## config.mk

```make
export PLATFORM = sky130hd
export DESIGN_NAME = pair_ripple_adder
export DESIGN_NICKNAME = d
export VERILOG_FILES = /design/src/rtl/pair_ripple_adder.sv
export SDC_FILE = /design/constraint.sdc
export NUM_CORES = 1
export LEC_CHECK = 0
export BUFFER_PORTS_ARGS = -buffer_cell sky130_fd_sc_hd__buf_2
export CORE_MARGIN = 3
export CORE_UTILIZATION = 43
export DETAILED_ROUTE_END_ITERATION = 8
export PLACE_DENSITY = 0.73
export SLEW_MARGIN = 15
export SYNTH_ARGS = -nofsm -noshare
export SYNTH_HDL_FRONTEND = slang
export SYNTH_SLANG_ARGS = --single-unit
```

## constraint.sdc

```tcl
create_clock -name clk -period 0.8 [get_ports clk]
set_clock_uncertainty 0.1 [all_clocks]
set_input_delay 0.04 -clock clk [delete_from_list [all_inputs] [get_ports clk]]
set_output_delay 0.04 -clock clk [all_outputs]
set_load 0.01 [all_outputs]
```

## src/rtl/pair_ripple_adder.sv

```systemverilog
module pair_ripple_adder #(
  parameter int PAIRS = 4,
  localparam int W = 2 * PAIRS
) (
  input  logic         clk,
  input  logic         rst_n,
  input  logic [W-1:0] a_t,
  input  logic [W-1:0] a_f,
  input  logic [W-1:0] b_t,
  input  logic [W-1:0] b_f,
  input  logic         ci_t,
  input  logic         ci_f,
  output logic [W-1:0] s_t,
  output logic [W-1:0] s_f,
  output logic         co_t,
  output logic         co_f
);

  logic [PAIRS-1:0] gen_v, kill_v, prp_v;
  logic [PAIRS:0]   c_t, c_f;

  always_comb begin
    c_t[0] = ci_t;
    c_f[0] = ci_f;
    for (int p = 0; p < PAIRS; p++) begin
      c_t[p+1] = gen_v[p]  | (prp_v[p] & c_t[p]);
      c_f[p+1] = kill_v[p] | (prp_v[p] & c_f[p]);
    end
  end

  for (genvar p = 0; p < PAIRS; p++) begin : g_stage
    logic [3:0] ea, eb, ia, ib, nxt, sg;
    logic       gen, kill, prp, all_v, all_s;

    assign ea = {a_t[2*p+1] & a_t[2*p], a_t[2*p+1] & a_f[2*p],
                 a_f[2*p+1] & a_t[2*p], a_f[2*p+1] & a_f[2*p]};
    assign eb = {b_t[2*p+1] & b_t[2*p], b_t[2*p+1] & b_f[2*p],
                 b_f[2*p+1] & b_t[2*p], b_f[2*p+1] & b_f[2*p]};

    assign ia = {ea[0], ea[1], ea[2], ea[3]};
    assign ib = {eb[0], eb[1], eb[2], eb[3]};

    always_comb begin
      gen  = 1'b0;
      kill = 1'b0;
      prp  = 1'b0;
      for (int i = 0; i < 4; i++) begin
        for (int j = 0; j < 4; j++) begin
          if (i + j >= 4)      gen  = gen  | (ia[3-i] & ib[3-j]);
          else if (i + j == 3) prp  = prp  | (ia[3-i] & ib[3-j]);
          else                 kill = kill | (ia[3-i] & ib[3-j]);
        end
      end
    end

    assign gen_v[p]  = gen;
    assign kill_v[p] = kill;
    assign prp_v[p]  = prp;

    always_comb begin
      nxt = '0;
      for (int i = 0; i < 4; i++) begin
        for (int j = 0; j < 4; j++) begin
          nxt[3-((i+j)%4)]   = nxt[3-((i+j)%4)]   | (ia[3-i] & ib[3-j] & c_f[p]);
          nxt[3-((i+j+1)%4)] = nxt[3-((i+j+1)%4)] | (ia[3-i] & ib[3-j] & c_t[p]);
        end
      end
    end

    assign all_v = (|ia) & (|ib) & (c_t[p] | c_f[p]);
    assign all_s = ~((|ia) | (|ib) | c_t[p] | c_f[p]);

    always_ff @(posedge clk or negedge rst_n) begin
      if (!rst_n)     sg <= '0;
      else if (all_v) sg <= nxt;
      else if (all_s) sg <= '0;
    end

    assign s_t[2*p+1] = sg[0] | sg[1];
    assign s_t[2*p]   = sg[0] | sg[2];
    assign s_f[2*p+1] = sg[2] | sg[3];
    assign s_f[2*p]   = sg[1] | sg[3];
  end

  always_ff @(posedge clk or negedge rst_n) begin
    if (!rst_n) begin
      co_t <= 1'b0;
      co_f <= 1'b0;
    end else begin
      co_t <= c_t[PAIRS];
      co_f <= c_f[PAIRS];
    end
  end

endmodule

```

Word-level counts from Yosys, hierarchy flattened
Cells that the tools add are included.
- bits in registers: 18
- input port bits: 36
- output and inout port bits: 18
- logic and storage cells: 470
- eq/ne operators: 4
- muxes and demuxes: 8
- bitwise logic cells: 444
- reduce and logical (&&, ||, !) cells: 8
- operator list (operator ; number):
    $and A1 B1 Y1 ; 240
    $or A1 B1 Y1 ; 204
    $mux W4 ; 8
    $reduce_or A4 Y1 ; 8
    $ne A2 B2 Y1 const B ; 4

Depth between registers and ports, before layout
- depth in word-level cells: 21
- mapped depth: 7
- depth with buffers taken out: 6

Least setup slack after synthesis
No wires, ideal clock.
- kind: input to register
- start: input port b_t[1]
- end: register g_stage[3].sg[0]
- library setup time: 0.101 ns
- arrival time: 1.269 ns
- data required time: 0.599 ns
- setup slack: -0.670 ns
- stages: 6
- buffers on the path: 0
- cell sequence: a22o_4 and3_4 o21ai_4 a31oi_4 o21a_4 o311ai_2
- cells in the longest elaborated chain, start to end: 21
- elaborated cells between the ends (all ways): 55
- those cells by class: eq/ne (1); mux (1); bitwise (53)
- ends and longest elaborated chain (item ; line ; source):
    from (decl) ; 9 ; input logic [W-1:0] b_t,
    $and A1 B1 Y1 ; 37 ; assign eb = {b_t[2*p+1] & b_t[2*p], b_t[2*p+1] & b_f[2*p],
    $and A1 B1 Y1 ; 49 ; if (i + j >= 4) gen = gen | (ia[3-i] & ib[3-j]);
    $or A1 B1 Y1 (5 in a row) ; 49 ;
    $or A1 B1 Y1 ; 26 ; c_t[p+1] = gen_v[p] | (prp_v[p] & c_t[p]);
    $and A1 B1 Y1 ; 26 ;
    $or A1 B1 Y1 ; 26 ;
    $and A1 B1 Y1 ; 26 ;
    $or A1 B1 Y1 ; 26 ;
    $and A1 B1 Y1 ; 65 ; nxt[3-((i+j+1)%4)] = nxt[3-((i+j+1)%4)] | (ia[3-i] & ib[3-j] & c_t[p]);
    $or A1 B1 Y1 ; 64 ; nxt[3-((i+j)%4)] = nxt[3-((i+j)%4)] | (ia[3-i] & ib[3-j] & c_f[p]);
    $or A1 B1 Y1 ; 65 ;
    $or A1 B1 Y1 ; 64 ;
    $or A1 B1 Y1 ; 65 ;
    $or A1 B1 Y1 (2 in a row) ; 64 ;
    $or A1 B1 Y1 ; 65 ;
    $mux W4 ; 75 ; else if (all_v) sg <= nxt;
    to (signal assigned) ; 75 ;
    to (decl) ; 32 ; logic [3:0] ea, eb, ia, ib, nxt, sg;
Several ways; a longest one is shown, not always the timed one.
A chain may end at the register's enable or synchronous reset.

Worst setup path in the final report
- start: input port a_f[3]
- end: register g_stage[3].sg[3]
- cells in the longest elaborated chain, start to end: 19
- elaborated cells between the ends (all ways): 52
- those cells by class: eq/ne (1); mux (1); bitwise (50)
- ends and longest elaborated chain (item ; line ; source):
    from (decl) ; 8 ; input logic [W-1:0] a_f,
    $and A1 B1 Y1 ; 36 ; a_f[2*p+1] & a_t[2*p], a_f[2*p+1] & a_f[2*p]};
    $and A1 B1 Y1, on equally long branches ; 51, 49 ;
    $or A1 B1 Y1, on equally long branches (5 in a row) ; 51, 49 ;
    $or A1 B1 Y1, on equally long branches ; 27, 26 ;
    $and A1 B1 Y1, on equally long branches ; 27, 26 ;
    $or A1 B1 Y1, on equally long branches ; 27, 26 ;
    $and A1 B1 Y1, on equally long branches ; 64, 65 ;
    $or A1 B1 Y1 (2 in a row) ; 65 ;
    $or A1 B1 Y1 ; 64 ;
    $or A1 B1 Y1 ; 65 ;
    $or A1 B1 Y1 ; 64 ;
    $or A1 B1 Y1 ; 65 ;
    $or A1 B1 Y1 ; 64 ;
    $mux W4 ; 75 ;
Several ways; a longest one is shown, not always the timed one.

==> flow_summary.ini <==
[synthesis]
post_synthesis_compound_gate_area_fraction = 0.465
synth_top_family_by_area = compound AO/OA/AOI/OAI gates
synth-async-reset-ratio = 1.00
synthDistinctLibCells = 49
synthCells = 181
synth_fp_nets = 217
synthesis.yosys.warnings = 0
yosys.area_share.adder = 0
synth_seq_area_share = 0.283
synth.cell_area_um2 = 1590
synth_simple_gate_area_frac = 0.226
synth_flop_cell = sky130_fd_sc_hd__dfrtp_1
number_of_enable_type_register_cells_in_the_synthesized_netlist = 0
mean_syn_cell_area_um2 = 8.79
yosys.area_share.xor_xnor = 0
synth_seq_cells = 18
synthMuxAreaShare = 0

[place]
place_congestion = 0.871
dpl_worst_slack_ns = -0.898
place.detailed.hpwl_mm = 4.09
place.detailed.instances = 338
place.port_buffers = 53

[critical_path]
crit_path_end_kind = flop
rr_startpoint = g_stage[1].sg[3]
crit-reg2reg-capture = g_stage[1].sg[3]
critPathArrivalTime_ns = 1.47
category_of_the_most_critical_setup_path = primary input to flop
crit_path_start_kind = primary input
worst-r2r-cell-count = 2
crit_path_max_fanout = 6
critical_path_required_ns = 0.87
setup.reg_to_reg.worst_slack_ns = -0.29

[timing]
layout_worst_path_cycle_share = 1.75
grt_setup_unrepaired = true
timing.final.setup_violations = 36
hold_violations = 0
fin_crit_ns = 1.40
achievable-frequency_ghz = 0.713
setup_slack_ns = -0.602
final_max_slew_viol_count = 0
worst_tran_pin_value_ns = 0.423
timing.max_slew.rel_slack = 0.718
fin_tns_setup_ns = -14.36

[outcome]
status = finished with violations
violated_checks = setup timing

[finish]
area_growth_pct = 80.5
finalNetCount = 349
antenna_cells = 0
postLayoutCoreUtil = 0.835
drive_above_1_share = 0.612
final_cell_count_no_fill = 358

[drt]
detail_route.iter0.violations = 167
wl_mm = 6.23
first_pass_iters = 5
wire_per_inst_um = 17.4
via_count = 2151
drt-vias-per-instance = 6.01
final_antenna_net_count = 0
drcViolationCount = 0

[pwr]
cellLeakagePower_nw = 1.34
share_seq_of_total_power = 0.268
power.density_cell_area_nw_per_um2 = 1730
power_frac_clock = 0.156
p_sw_mw = 1.79
cell_internal_pwr_mw = 3.17
finalPower_mw = 4.96
vdd_ir_drop_max_uv = 1220
netSwitchingFraction = 0.360
p_comb_frac = 0.576

[cts]
tritoncts.num_buffers = 3
cts.clk_slew.worst_paths_ns = 0.07
cts_tree = yes
worst_skew_pair.late_latency_ns = 0.26
cts-root-buf = sky130_fd_sc_hd__clkbuf_8
htreeDepth = 1
clkSinkCount = 18
cts_buffer_depth = 2

[global_route]
grt_first_pass_wirelength_mm = 9.34
antenna_found_initial = 0
grt_max_degree = 19
first_global_vias = 2092
grt.overflow.total = 0
total_global_route_track_usage = 0.272

[floorplan]
ios = 54
die_h_um = 66.8
chipWidth_um = 66.8
initial_core_util = 0.462
core-area_um2 = 3440
fp.dieArea_um2 = 4470
placement_rows = 21

[min_path]
class_of_the_tightest_hold_or_removal_check = primary input to flop
worst_hold_startpoint = ci_f
hold_end = g_stage[0].sg[3]
worstHoldPathCells = 3

[flow_run]
max_cap_violations = 0
## cell usage after synthesis (2+ instances only)
master / instances / area (µm²)
sky130_fd_sc_hd__nor2_1: 8 / 30.0
sky130_fd_sc_hd__o22ai_1: 15 / 93.8
sky130_fd_sc_hd__and2_1: 4 / 25.0
sky130_fd_sc_hd__or2_2: 8 / 50.1
sky130_fd_sc_hd__o21ai_0: 2 / 10.0
sky130_fd_sc_hd__a22o_1: 8 / 70.1
sky130_fd_sc_hd__a21oi_1: 6 / 30.0
sky130_fd_sc_hd__o31ai_1: 5 / 37.5
sky130_fd_sc_hd__and3_4: 2 / 22.5
sky130_fd_sc_hd__nand2_1: 28 / 105
sky130_fd_sc_hd__o311ai_2: 2 / 32.5
sky130_fd_sc_hd__dfrtp_1: 18 / 450
sky130_fd_sc_hd__nor2_2: 2 / 12.5
sky130_fd_sc_hd__a31oi_1: 5 / 31.3
sky130_fd_sc_hd__inv_1: 10 / 37.5
sky130_fd_sc_hd__a221o_1: 6 / 60.1
sky130_fd_sc_hd__and3_1: 2 / 12.5
sky130_fd_sc_hd__nand3_1: 2 / 10.0
sky130_fd_sc_hd__a22oi_1: 12 / 90.1
sky130_fd_sc_hd__a222oi_1: 2 / 20.0
sky130_fd_sc_hd__nor2b_1: 2 / 12.5
sky130_fd_sc_hd__o31ai_2: 2 / 25.0
sky130_fd_sc_hd__a32o_1: 4 / 40.0
## power groups by stage
stage / logic (mW) / registers (mW) / clock network, mW
CTS: 2.66 / 1.31 / 0.767
global placement: 2.05 / 1.29 / 0
global route: 3.06 / 1.35 / 0.801
finish: 2.86 / 1.33 / 0.771
detailed placement: 2.11 / 1.29 / 0
floorplan: 1.19 / 1.26 / 0
## worst max path at each step
stage | end | startpoint | depth (start not counted)
floorplan | g_stage[1].sg[0] | b_t[0] | 6
global placement | g_stage[3].sg[2] | b_t[4] | 7
detailed placement | g_stage[3].sg[0] | b_t[3] | 7
CTS | g_stage[3].sg[3] | b_t[1] | 7
global route | g_stage[3].sg[3] | a_f[3] | 7
finish | g_stage[3].sg[3] | a_f[3] | 7
## cells by family (layout without fill, tap and decap cells)
group                  Yosys count  count (layout)
and+or+nand+nor                 66              66
DFF                             18              18
AOI/OAI and AO/OA               86              86
buffers and inverters           11             142
## critical path, cell delays in order
cell and delay (ns):
sky130_fd_sc_hd__buf_6 0.10, sky130_fd_sc_hd__a22oi_2 0.26, sky130_fd_sc_hd__and2b_2 0.30, sky130_fd_sc_hd__o21ai_4 0.08, sky130_fd_sc_hd__a31oi_4 0.16, sky130_fd_sc_hd__o21a_4 0.28
sky130_fd_sc_hd__o311ai_2 0.24
## sequential cells by signal (all words and copies together), names as in the netlist
name	cells
co_t	1
g_stage.sg	16
co_f	1
## layout by cell type (no fill, tap or decap), types with 2 or more instances in the layout
master and count:
sky130_fd_sc_hd__o2bb2ai_4 2, sky130_fd_sc_hd__o22ai_1 14, sky130_fd_sc_hd__o31ai_1 3, sky130_fd_sc_hd__and2_1 3, sky130_fd_sc_hd__nand3_1 2, sky130_fd_sc_hd__a221o_1 6
sky130_fd_sc_hd__nand2_2 4, sky130_fd_sc_hd__a22o_1 8, sky130_fd_sc_hd__buf_4 72, sky130_fd_sc_hd__nand2_1 23, sky130_fd_sc_hd__a21oi_1 4, sky130_fd_sc_hd__a22oi_2 4
sky130_fd_sc_hd__buf_2 30, sky130_fd_sc_hd__dfrtp_1 18, sky130_fd_sc_hd__inv_1 2, sky130_fd_sc_hd__o21ai_4 2, sky130_fd_sc_hd__a31oi_1 5, sky130_fd_sc_hd__a222oi_1 2
sky130_fd_sc_hd__a22oi_1 9, sky130_fd_sc_hd__or2_4 10, sky130_fd_sc_hd__nor2_2 2, sky130_fd_sc_hd__clkbuf_8 4, sky130_fd_sc_hd__o31ai_2 3, sky130_fd_sc_hd__a32o_1 3
sky130_fd_sc_hd__buf_6 23, sky130_fd_sc_hd__and3_4 3, sky130_fd_sc_hd__a21oi_2 2, sky130_fd_sc_hd__nor2_1 8, sky130_fd_sc_hd__inv_2 8
## timing repair
action	4_1_cts	5_1_grt
resized for setup	47	21
setup buffers	13	2
hold buffers	1	0
hold endpoints to repair	18	0
setup endpoints to repair	36	36
pin swaps	26	10
## cell type report
type	instances	area [µm²]
fill	214	569
sequential	18	450
timing repair buffer	128	995
tap	46	57.6
multi-input combinational	152	1280
inverter	10	37.5
clock buffer	4	55.1
## routing by layer
layer	vias to the layer above	track usage	part of all wire
met4	0	0.0558	0.013
met3	11	0.0590	0.050
met1	1055	0.287	0.39
met2	91	0.541	0.55
met5	-	0	0
li1	994	-	-
## stage by stage
step,hold slack (ns),instance area [µm²]
after CTS,0.0484,2740
after floorplan,-0.356,1620
after global routing,0.0797,2870
after detailed placement,-0.106,2380
after global placement,-0.116,2380
final,0.0515,2870
(Power assumes the default switching activity.)
